<file path="src/rtl/sar_vote_pkg.sv">
package sar_vote_pkg;

  typedef enum logic [1:0] {
    ST_IDLE  = 2'd0,
    ST_CONV  = 2'd1,
    ST_RESID = 2'd2,
    ST_DONE  = 2'd3
  } sar_state_e;

  // Tri-level verdict over a vote: {uncertain, bit}.
  // 4*ones >= 3*total -> firm one; 4*ones <= total -> firm zero; else uncertain (bit 0).
  function automatic logic [1:0] vote_verdict(input int unsigned ones, input int unsigned total);
    logic [1:0] r;
    if (4 * ones >= 3 * total)  r = 2'b01;
    else if (4 * ones <= total) r = 2'b00;
    else                        r = 2'b10;
    return r;
  endfunction

endpackage

</file>
<file path="src/rtl/sar_seq_fsm.sv">
module sar_seq_fsm
  import sar_vote_pkg::*;
#(
  parameter int N          = 10,
  parameter int VOTES      = 4,
  parameter int VOTED_BITS = 2,
  localparam int IW = (N > 1) ? $clog2(N) : 1,
  localparam int VW = (VOTES > 1) ? $clog2(VOTES) : 1
) (
  input  logic          clk,
  input  logic          rst_n,
  input  logic          start,
  input  logic          residue_req,
  output sar_state_e    state,
  output logic [IW-1:0] bit_idx,
  output logic [VW-1:0] vote_cnt,
  output logic          launch,
  output logic          voting,
  output logic          last_vote,
  output logic          step,
  output logic          final_step,
  output logic          busy,
  output logic          fire,
  output logic          resid_phase,
  output logic          done
);

  localparam logic [IW-1:0] TOP_IDX  = IW'(N - 1);
  localparam logic [IW-1:0] VOTE_LIM = IW'(VOTED_BITS);
  localparam logic [VW-1:0] LAST_V   = VW'(VOTES - 1);

  logic resid_lat;

  assign launch      = (state == ST_IDLE) && start;
  assign fire        = (state == ST_CONV);
  assign voting      = fire && (bit_idx < VOTE_LIM);
  assign last_vote   = (vote_cnt == LAST_V);
  assign step        = fire && (!voting || last_vote);
  assign final_step  = step && (bit_idx == '0);
  assign busy        = (state != ST_IDLE);
  assign resid_phase = (state == ST_RESID);
  assign done        = (state == ST_DONE);

  always_ff @(posedge clk or negedge rst_n) begin
    if (!rst_n) begin
      state     <= ST_IDLE;
      bit_idx   <= '0;
      vote_cnt  <= '0;
      resid_lat <= 1'b0;
    end else begin
      unique case (state)
        ST_IDLE: if (start) begin
          state     <= ST_CONV;
          bit_idx   <= TOP_IDX;
          vote_cnt  <= '0;
          resid_lat <= residue_req;
        end
        ST_CONV: begin
          if (voting) vote_cnt <= last_vote ? '0 : vote_cnt + 1'b1;
          if (step) begin
            if (bit_idx == '0) state <= resid_lat ? ST_RESID : ST_DONE;
            else               bit_idx <= bit_idx - 1'b1;
          end
        end
        ST_RESID: state <= ST_DONE;
        ST_DONE:  state <= ST_IDLE;
        default:  state <= ST_IDLE;
      endcase
    end
  end

  // a start seen mid-conversion must not reload the bit pointer
  a_r9_start_ignored: assert property (@(posedge clk) disable iff (!rst_n)
    (state == ST_CONV && start && !step) |=> (bit_idx == $past(bit_idx)));

  // the vote counter never passes the configured vote count
  a_r5_vote_bound: assert property (@(posedge clk) disable iff (!rst_n)
    voting |-> (int'(vote_cnt) < VOTES));

  // the residue cycle lasts one cycle and leads straight into completion
  a_r8_resid_then_done: assert property (@(posedge clk) disable iff (!rst_n)
    resid_phase |=> done);

  // completion lasts one cycle
  a_r10_done_single: assert property (@(posedge clk) disable iff (!rst_n)
    done |=> !done);

endmodule

</file>
<file path="src/rtl/sar_vote_tally.sv">
module sar_vote_tally
  import sar_vote_pkg::*;
#(
  parameter int VOTES = 4,
  localparam int CW = $clog2(VOTES + 1)
) (
  input  logic clk,
  input  logic rst_n,
  input  logic sample,
  input  logic last,
  input  logic cmp_in,
  output logic verdict_bit,
  output logic verdict_unc
);

  logic [CW-1:0] ones;
  logic [CW-1:0] ones_now;
  logic [1:0]    verdict;

  assign ones_now    = ones + CW'(cmp_in);
  assign verdict     = vote_verdict(int'(ones_now), VOTES);
  assign verdict_bit = verdict[0];
  assign verdict_unc = verdict[1];

  always_ff @(posedge clk or negedge rst_n) begin
    if (!rst_n)      ones <= '0;
    else if (sample) ones <= last ? '0 : ones_now;
  end

  // the running tally is empty at the start of every vote and stays below the vote count
  a_r6_tally_bound: assert property (@(posedge clk) disable iff (!rst_n)
    sample |-> (int'(ones) < VOTES));

  a_r6_tally_cleared: assert property (@(posedge clk) disable iff (!rst_n)
    (sample && last) |=> (ones == '0));

endmodule

</file>
<file path="src/rtl/sar_trial_reg.sv">
module sar_trial_reg #(
  parameter int N = 10,
  localparam int IW = (N > 1) ? $clog2(N) : 1
) (
  input  logic          clk,
  input  logic          rst_n,
  input  logic          load,
  input  logic          step,
  input  logic [IW-1:0] bit_idx,
  input  logic          decision,
  output logic [N-1:0]  word,
  output logic [N-1:0]  word_next
);

  localparam logic [N-1:0] MID = {1'b1, {(N-1){1'b0}}};

  logic [N-1:0] sel_hot;
  logic [N-1:0] next_hot;

  assign sel_hot  = N'(1) << bit_idx;
  assign next_hot = sel_hot >> 1;

  for (genvar i = 0; i < N; i++) begin : g_bit
    always_comb begin
      if (sel_hot[i])       word_next[i] = decision;
      else if (next_hot[i]) word_next[i] = 1'b1;
      else                  word_next[i] = word[i];
    end
  end

  always_ff @(posedge clk or negedge rst_n) begin
    if (!rst_n)    word <= '0;
    else if (load) word <= MID;
    else if (step) word <= word_next;
  end

  // a launch opens at midscale
  a_r1_midscale: assert property (@(posedge clk) disable iff (!rst_n)
    load |=> (word == MID));

  // a one keeps the trial bit, a zero drops it, the next lower bit becomes the trial
  a_r3_keep: assert property (@(posedge clk) disable iff (!rst_n)
    (step && decision) |=> ((word & $past(sel_hot)) != '0));

  a_r3_clear: assert property (@(posedge clk) disable iff (!rst_n)
    (step && !decision) |=> ((word & $past(sel_hot)) == '0));

  a_r3_next_set: assert property (@(posedge clk) disable iff (!rst_n)
    step |=> ((word & $past(next_hot)) == $past(next_hot)));

endmodule

</file>
<file path="src/rtl/sar_vote_ctrl.sv">
module sar_vote_ctrl
  import sar_vote_pkg::*;
#(
  parameter int N     = 10,
  parameter int VOTES = 4
) (
  input  logic         clk,
  input  logic         rst_n,
  input  logic         start,
  input  logic         residue_req,
  input  logic         cmp_in,
  output logic         cmp_fire,
  output logic [N-1:0] dac_pos,
  output logic [N-1:0] dac_neg,
  output logic         residue_sample,
  output logic         busy,
  output logic         done,
  output logic [N-1:0] code,
  output logic         undecided
);

  localparam int IW = (N > 1) ? $clog2(N) : 1;
  localparam int VW = (VOTES > 1) ? $clog2(VOTES) : 1;

  sar_state_e    state;
  logic [IW-1:0] bit_idx;
  logic [VW-1:0] vote_cnt;
  logic          launch, voting, last_vote, step, final_step;
  logic          verdict_bit, verdict_unc, decision;
  logic [N-1:0]  word, word_next;

  sar_seq_fsm #(.N(N), .VOTES(VOTES), .VOTED_BITS(2)) u_fsm (
    .clk(clk), .rst_n(rst_n), .start(start), .residue_req(residue_req),
    .state(state), .bit_idx(bit_idx), .vote_cnt(vote_cnt),
    .launch(launch), .voting(voting), .last_vote(last_vote), .step(step),
    .final_step(final_step), .busy(busy), .fire(cmp_fire),
    .resid_phase(residue_sample), .done(done)
  );

  sar_vote_tally #(.VOTES(VOTES)) u_tally (
    .clk(clk), .rst_n(rst_n), .sample(voting), .last(last_vote),
    .cmp_in(cmp_in), .verdict_bit(verdict_bit), .verdict_unc(verdict_unc)
  );

  assign decision = voting ? verdict_bit : cmp_in;

  sar_trial_reg #(.N(N)) u_trial (
    .clk(clk), .rst_n(rst_n), .load(launch), .step(step),
    .bit_idx(bit_idx), .decision(decision),
    .word(word), .word_next(word_next)
  );

  assign dac_pos = word;
  assign dac_neg = ~word;

  always_ff @(posedge clk or negedge rst_n) begin
    if (!rst_n) begin
      code      <= '0;
      undecided <= 1'b0;
    end else begin
      if (launch)                             undecided <= 1'b0;
      else if (step && voting && verdict_unc) undecided <= 1'b1;
      if (final_step) code <= word_next;
    end
  end

  // an undecided vote leaves the bit at zero and raises the flag
  a_r7_unc_flag: assert property (@(posedge clk) disable iff (!rst_n)
    (step && voting && verdict_unc) |=> (undecided && !dac_pos[$past(bit_idx)]));

  // the code presented with completion matches the word on the DAC
  a_r10_code_match: assert property (@(posedge clk) disable iff (!rst_n)
    done |-> (code == dac_pos));

  // the comparator is strobed only during a conversion
  a_r11_fire_busy: assert property (@(posedge clk) disable iff (!rst_n)
    cmp_fire |-> busy);

  // no strobe during the residue cycle
  a_r8_no_fire_resid: assert property (@(posedge clk) disable iff (!rst_n)
    residue_sample |-> !cmp_fire);

endmodule

</file>
<file path="config.mk">
export PLATFORM = sky130hd
export DESIGN_NAME = sar_vote_ctrl
export DESIGN_NICKNAME = d
export VERILOG_FILES = /design/src/rtl/sar_vote_pkg.sv /design/src/rtl/sar_seq_fsm.sv /design/src/rtl/sar_vote_tally.sv /design/src/rtl/sar_trial_reg.sv /design/src/rtl/sar_vote_ctrl.sv
export SDC_FILE = /design/constraint.sdc
export NUM_CORES = 1
export LEC_CHECK = 0
export ABC_CLOCK_PERIOD_IN_PS = 2900
export BUFFER_PORTS_ARGS = -buffer_cell sky130_fd_sc_hd__buf_2
export CAP_MARGIN = 40
export CORE_MARGIN = 5
export CORE_UTILIZATION = 55
export DETAILED_ROUTE_END_ITERATION = 7
export GPL_TIMING_DRIVEN = 0
export PLACE_DENSITY = 0.77
export REMOVE_ABC_BUFFERS = 1
export SLEW_MARGIN = 15
export SYNTH_ARGS = -nofsm -noshare
export SYNTH_HDL_FRONTEND = slang
export SYNTH_HIERARCHICAL = 1
export SYNTH_SLANG_ARGS = --single-unit
</file>
<file path="constraint.sdc">
create_clock -name clk -period 2.9 [get_ports clk]
set_input_delay 0.87 -clock clk [delete_from_list [all_inputs] [get_ports clk]]
set_output_delay 0.87 -clock clk [all_outputs]
set_load 0.02 [all_outputs]
</file>
==> results_dict.tcl <==
set metrics [dict create \
    postRouteAntennaNets 0 \
    drv_slew 0 \
    via_count 1650 \
    areaGrowthSynthToFinish_pct 15.0 \
    rsz0062_at_grt "no" \
    hold_viol 0 \
    synth_ff_type "dfrtp_1" \
    synth_cell_types 52 \
    drv_cap 0 \
    grt_pass1_vias 1493 \
    holdCritPathClass "reg2reg" \
    power.switching_w 0.00131 \
    crit_type "reg2reg" \
    leakage_nw 1.07 \
    hold_end "undecided" \
    power_density_nw_per_um2 1180 \
    yosys-top-cells-area "dfrtp_1 40%, mux2_4 8.8%, ha_1 5.5%, inv_1 3.6%, nor2_1 3.3%" \
    ff2ff_path_depth 9 \
    hold_start "undecided" \
    seqPwrFrac_pct 32.1 \
    ios 40 \
    internal_power_w 0.00148 \
    finalCritPeriodShare_pct 95.9 \
    drive_gt1_share_pct 31.4 \
    setup_violations 0 \
    hold_buffers 0 \
    diodes 0 \
    antenna_found_initial 0 \
    overflow 0 \
    root_buffer "clkbuf_8" \
    cp.arrival_ps 2960 \
    fmax_ghz 0.359 \
    drt_iter0_markers 136 \
    worst-path-max-fanout 13 \
    syn_area_um2 2060 \
    clockBufferDepth 2 \
    yosysTopAreaCellShare_pct 40.1 \
    synthAdderAreaFrac_pct 5.47 \
    cts_resized 3 \
    viasPerCell 5.63 \
    fin_tns_setup_ps 0 \
    drtPass1Iterations 4 \
    period_minus_slack_ps 2780 \
    start_kind "flip-flop" \
    reg2reg_to "code[5]" \
    core_area_um2 3630 \
    clkSinkCount 33 \
    p_clk_share_pct 12.1 \
    cts_tree "yes" \
    grt_pass1_wl_um 6970 \
    ir_drop_mv 0.563 \
    synth-xor-area-share_pct 0.426 \
    finClkSkew_ps 6.56 \
    htreeDepth 2 \
    synth.area.mux_share_pct 9.30 \
    synth-compound-area-share_pct 18.9 \
    ys_warn_count 6 \
    synthCells 208 \
    fin_nets 258 \
    die_area_um2 5070 \
    status "completed" \
    worstMarginPinSlew_ps 730 \
    seq_area_frac_synth_pct 40.1 \
    fillers 311 \
    synth.avg_cell_area_um2 9.90 \
    synthArstFlopShare_pct 100 \
    comb_power_share_pct 55.8 \
    die-width_um 71.2 \
    min_path_cells 2 \
    place_congestion 0.792 \
    drt-wirelength-per-cell_um 13.9 \
    grt_use_total_pct 17.0 \
    place_area_um2 2250 \
    synthSimpleGateAreaFrac_pct 18.9 \
    clk_latency_ps 290 \
    cts_made_buffers 5 \
    port_buffers 39 \
    clk_pin_slew_ps 70 \
    synth_area_leader_cell "dfrtp_1" \
    cp.required_ps 3070 \
    rrSetupSlack_ps 120 \
    multi_input_area_um2 1120 \
    start_util_pct 56.6 \
    die_h_um 71.2 \
    synth_top_family_by_area "compound AO/OA/AOI/OAI gates" \
    regArea_um2 826 \
    synth_edf_count 0 \
    finish.instance_area_um2 2370 \
    drc 0 \
    hpwl_um 2690 \
    slew-limit-headroom_pct 51.3 \
    synth-seq-cells 33 \
    swShare_pct 46.9 \
    crit-reg2reg-launch "u_fsm/state[1]" \
    crit_path_end_kind "flip-flop" \
    grt_max_degree 34 \
    cts_setup_buffers 0 \
    rows 22 \
    wirelength_um 4090 \
]
## worst max-delay path by stage
| stage | to | startpoint | depth (start not counted) |
|---|---|---|---|
| 2_1_floorplan | code[5] | u_fsm/state[1] | 9 |
| 3_3_place_gp | code[6] | u_fsm/state[1] | 8 |
| 3_5_place_dp | code[4] | u_fsm/state[1] | 8 |
| 4_1_cts | code[3] | u_fsm/state[1] | 6 |
| 5_1_grt | code[5] | u_fsm/state[1] | 9 |
| 6_report | code[5] | u_fsm/state[1] | 9 |
## Yosys cell counts (all sizes together) (3+ instances only)
master and count:
dfrtp 33, nand3b 3, inv 21, a21oi 13, a211oi 5, nor3 5, nor2 20, a32oi 3
and2 4, ha 9, a31oi 8, a311oi 4, buf 8, o21a 4, nand2 11, mux2 13
o21ai 11
## cell usage in the layout, fill, tap and decap left out, types with 8 or more instances in the layout
master   instances
buf_2           39
a21oi_1         13
nand2_1         10
mux2_4          12
o21ai_0         11
inv_1           19
a31oi_1          8
ha_1             8
nor2_1          18
dfrtp_1         33
## logic make-up (layout without fill, tap and decap cells)
group	after synthesis	after routing
AND/OR/NAND/NOR	63	63
AO/OA/AOI/OAI	58	58
flip-flops	33	33
buffers and inverters	31	68
multiplexers	13	13
adder cells (fa/ha/maj)	9	9
XOR/XNOR	1	1
## sequential cells by signal, indices dropped and copies added, names as in the netlist
name	cells
code	10
u_trial/word	10
u_fsm/bit_idx	4
u_tally/ones	3
u_fsm/state	2
u_fsm/vote_cnt	2
u_fsm/resid_lat	1
undecided	1
## critical path, stage by stage, from the launching register on
cell        delay, ps
dfrtp_1           430
inv_1             140
ha_4              210
or4b_4            530
clkinvlp_4        180
mux2_2            440
nor4bb_1          270
o21a_1            160
nor2_1             50
mux2_4            250
## power by group through the flow
stage          Combinational, W  Sequential, W  Clock (W)
3_3_place_gp            0.00151       0.000890          0
6_report                0.00155       0.000895   0.000338
4_1_cts                 0.00154       0.000890   0.000349
5_1_grt                 0.00172       0.000940   0.000370
3_5_place_dp            0.00152       0.000896          0
2_1_floorplan           0.00100        0.00101          0
## final cells by class
class	count	area share, %
Multi-Input combinational cell	144	47.2
Timing Repair Buffer	39	8.25
Tap cell	48	2.54
Inverter	21	3.49
Sequential cell	33	34.9
Clock inverter	3	0.740
Clock buffer	5	2.91
## routing by layer
metal | vias to the layer above | GRT usage (%) | wire (um)
met1 | 775 | 23.1 | 1900
met3 | 7 | 3.98 | 217
met5 | - | 0 | 0
met4 | 0 | 5.01 | 64
li1 | 823 | - | -
met2 | 45 | 26.8 | 1900
## through the flow
stage               util [%]  hold WS [ps]  total power, W  instances  setup slack (ps)
finish                  65.1           502         0.00279        293               118
global route            65.1           531         0.00303        293              6.54
CTS                     64.6           506         0.00278        293              32.3
detailed placement      61.9           490         0.00242        285              -145
global placement        61.9           476         0.00240        285              -140
floorplan                  -           466         0.00201        198              27.5
Power figures use the tool's default switching activity.
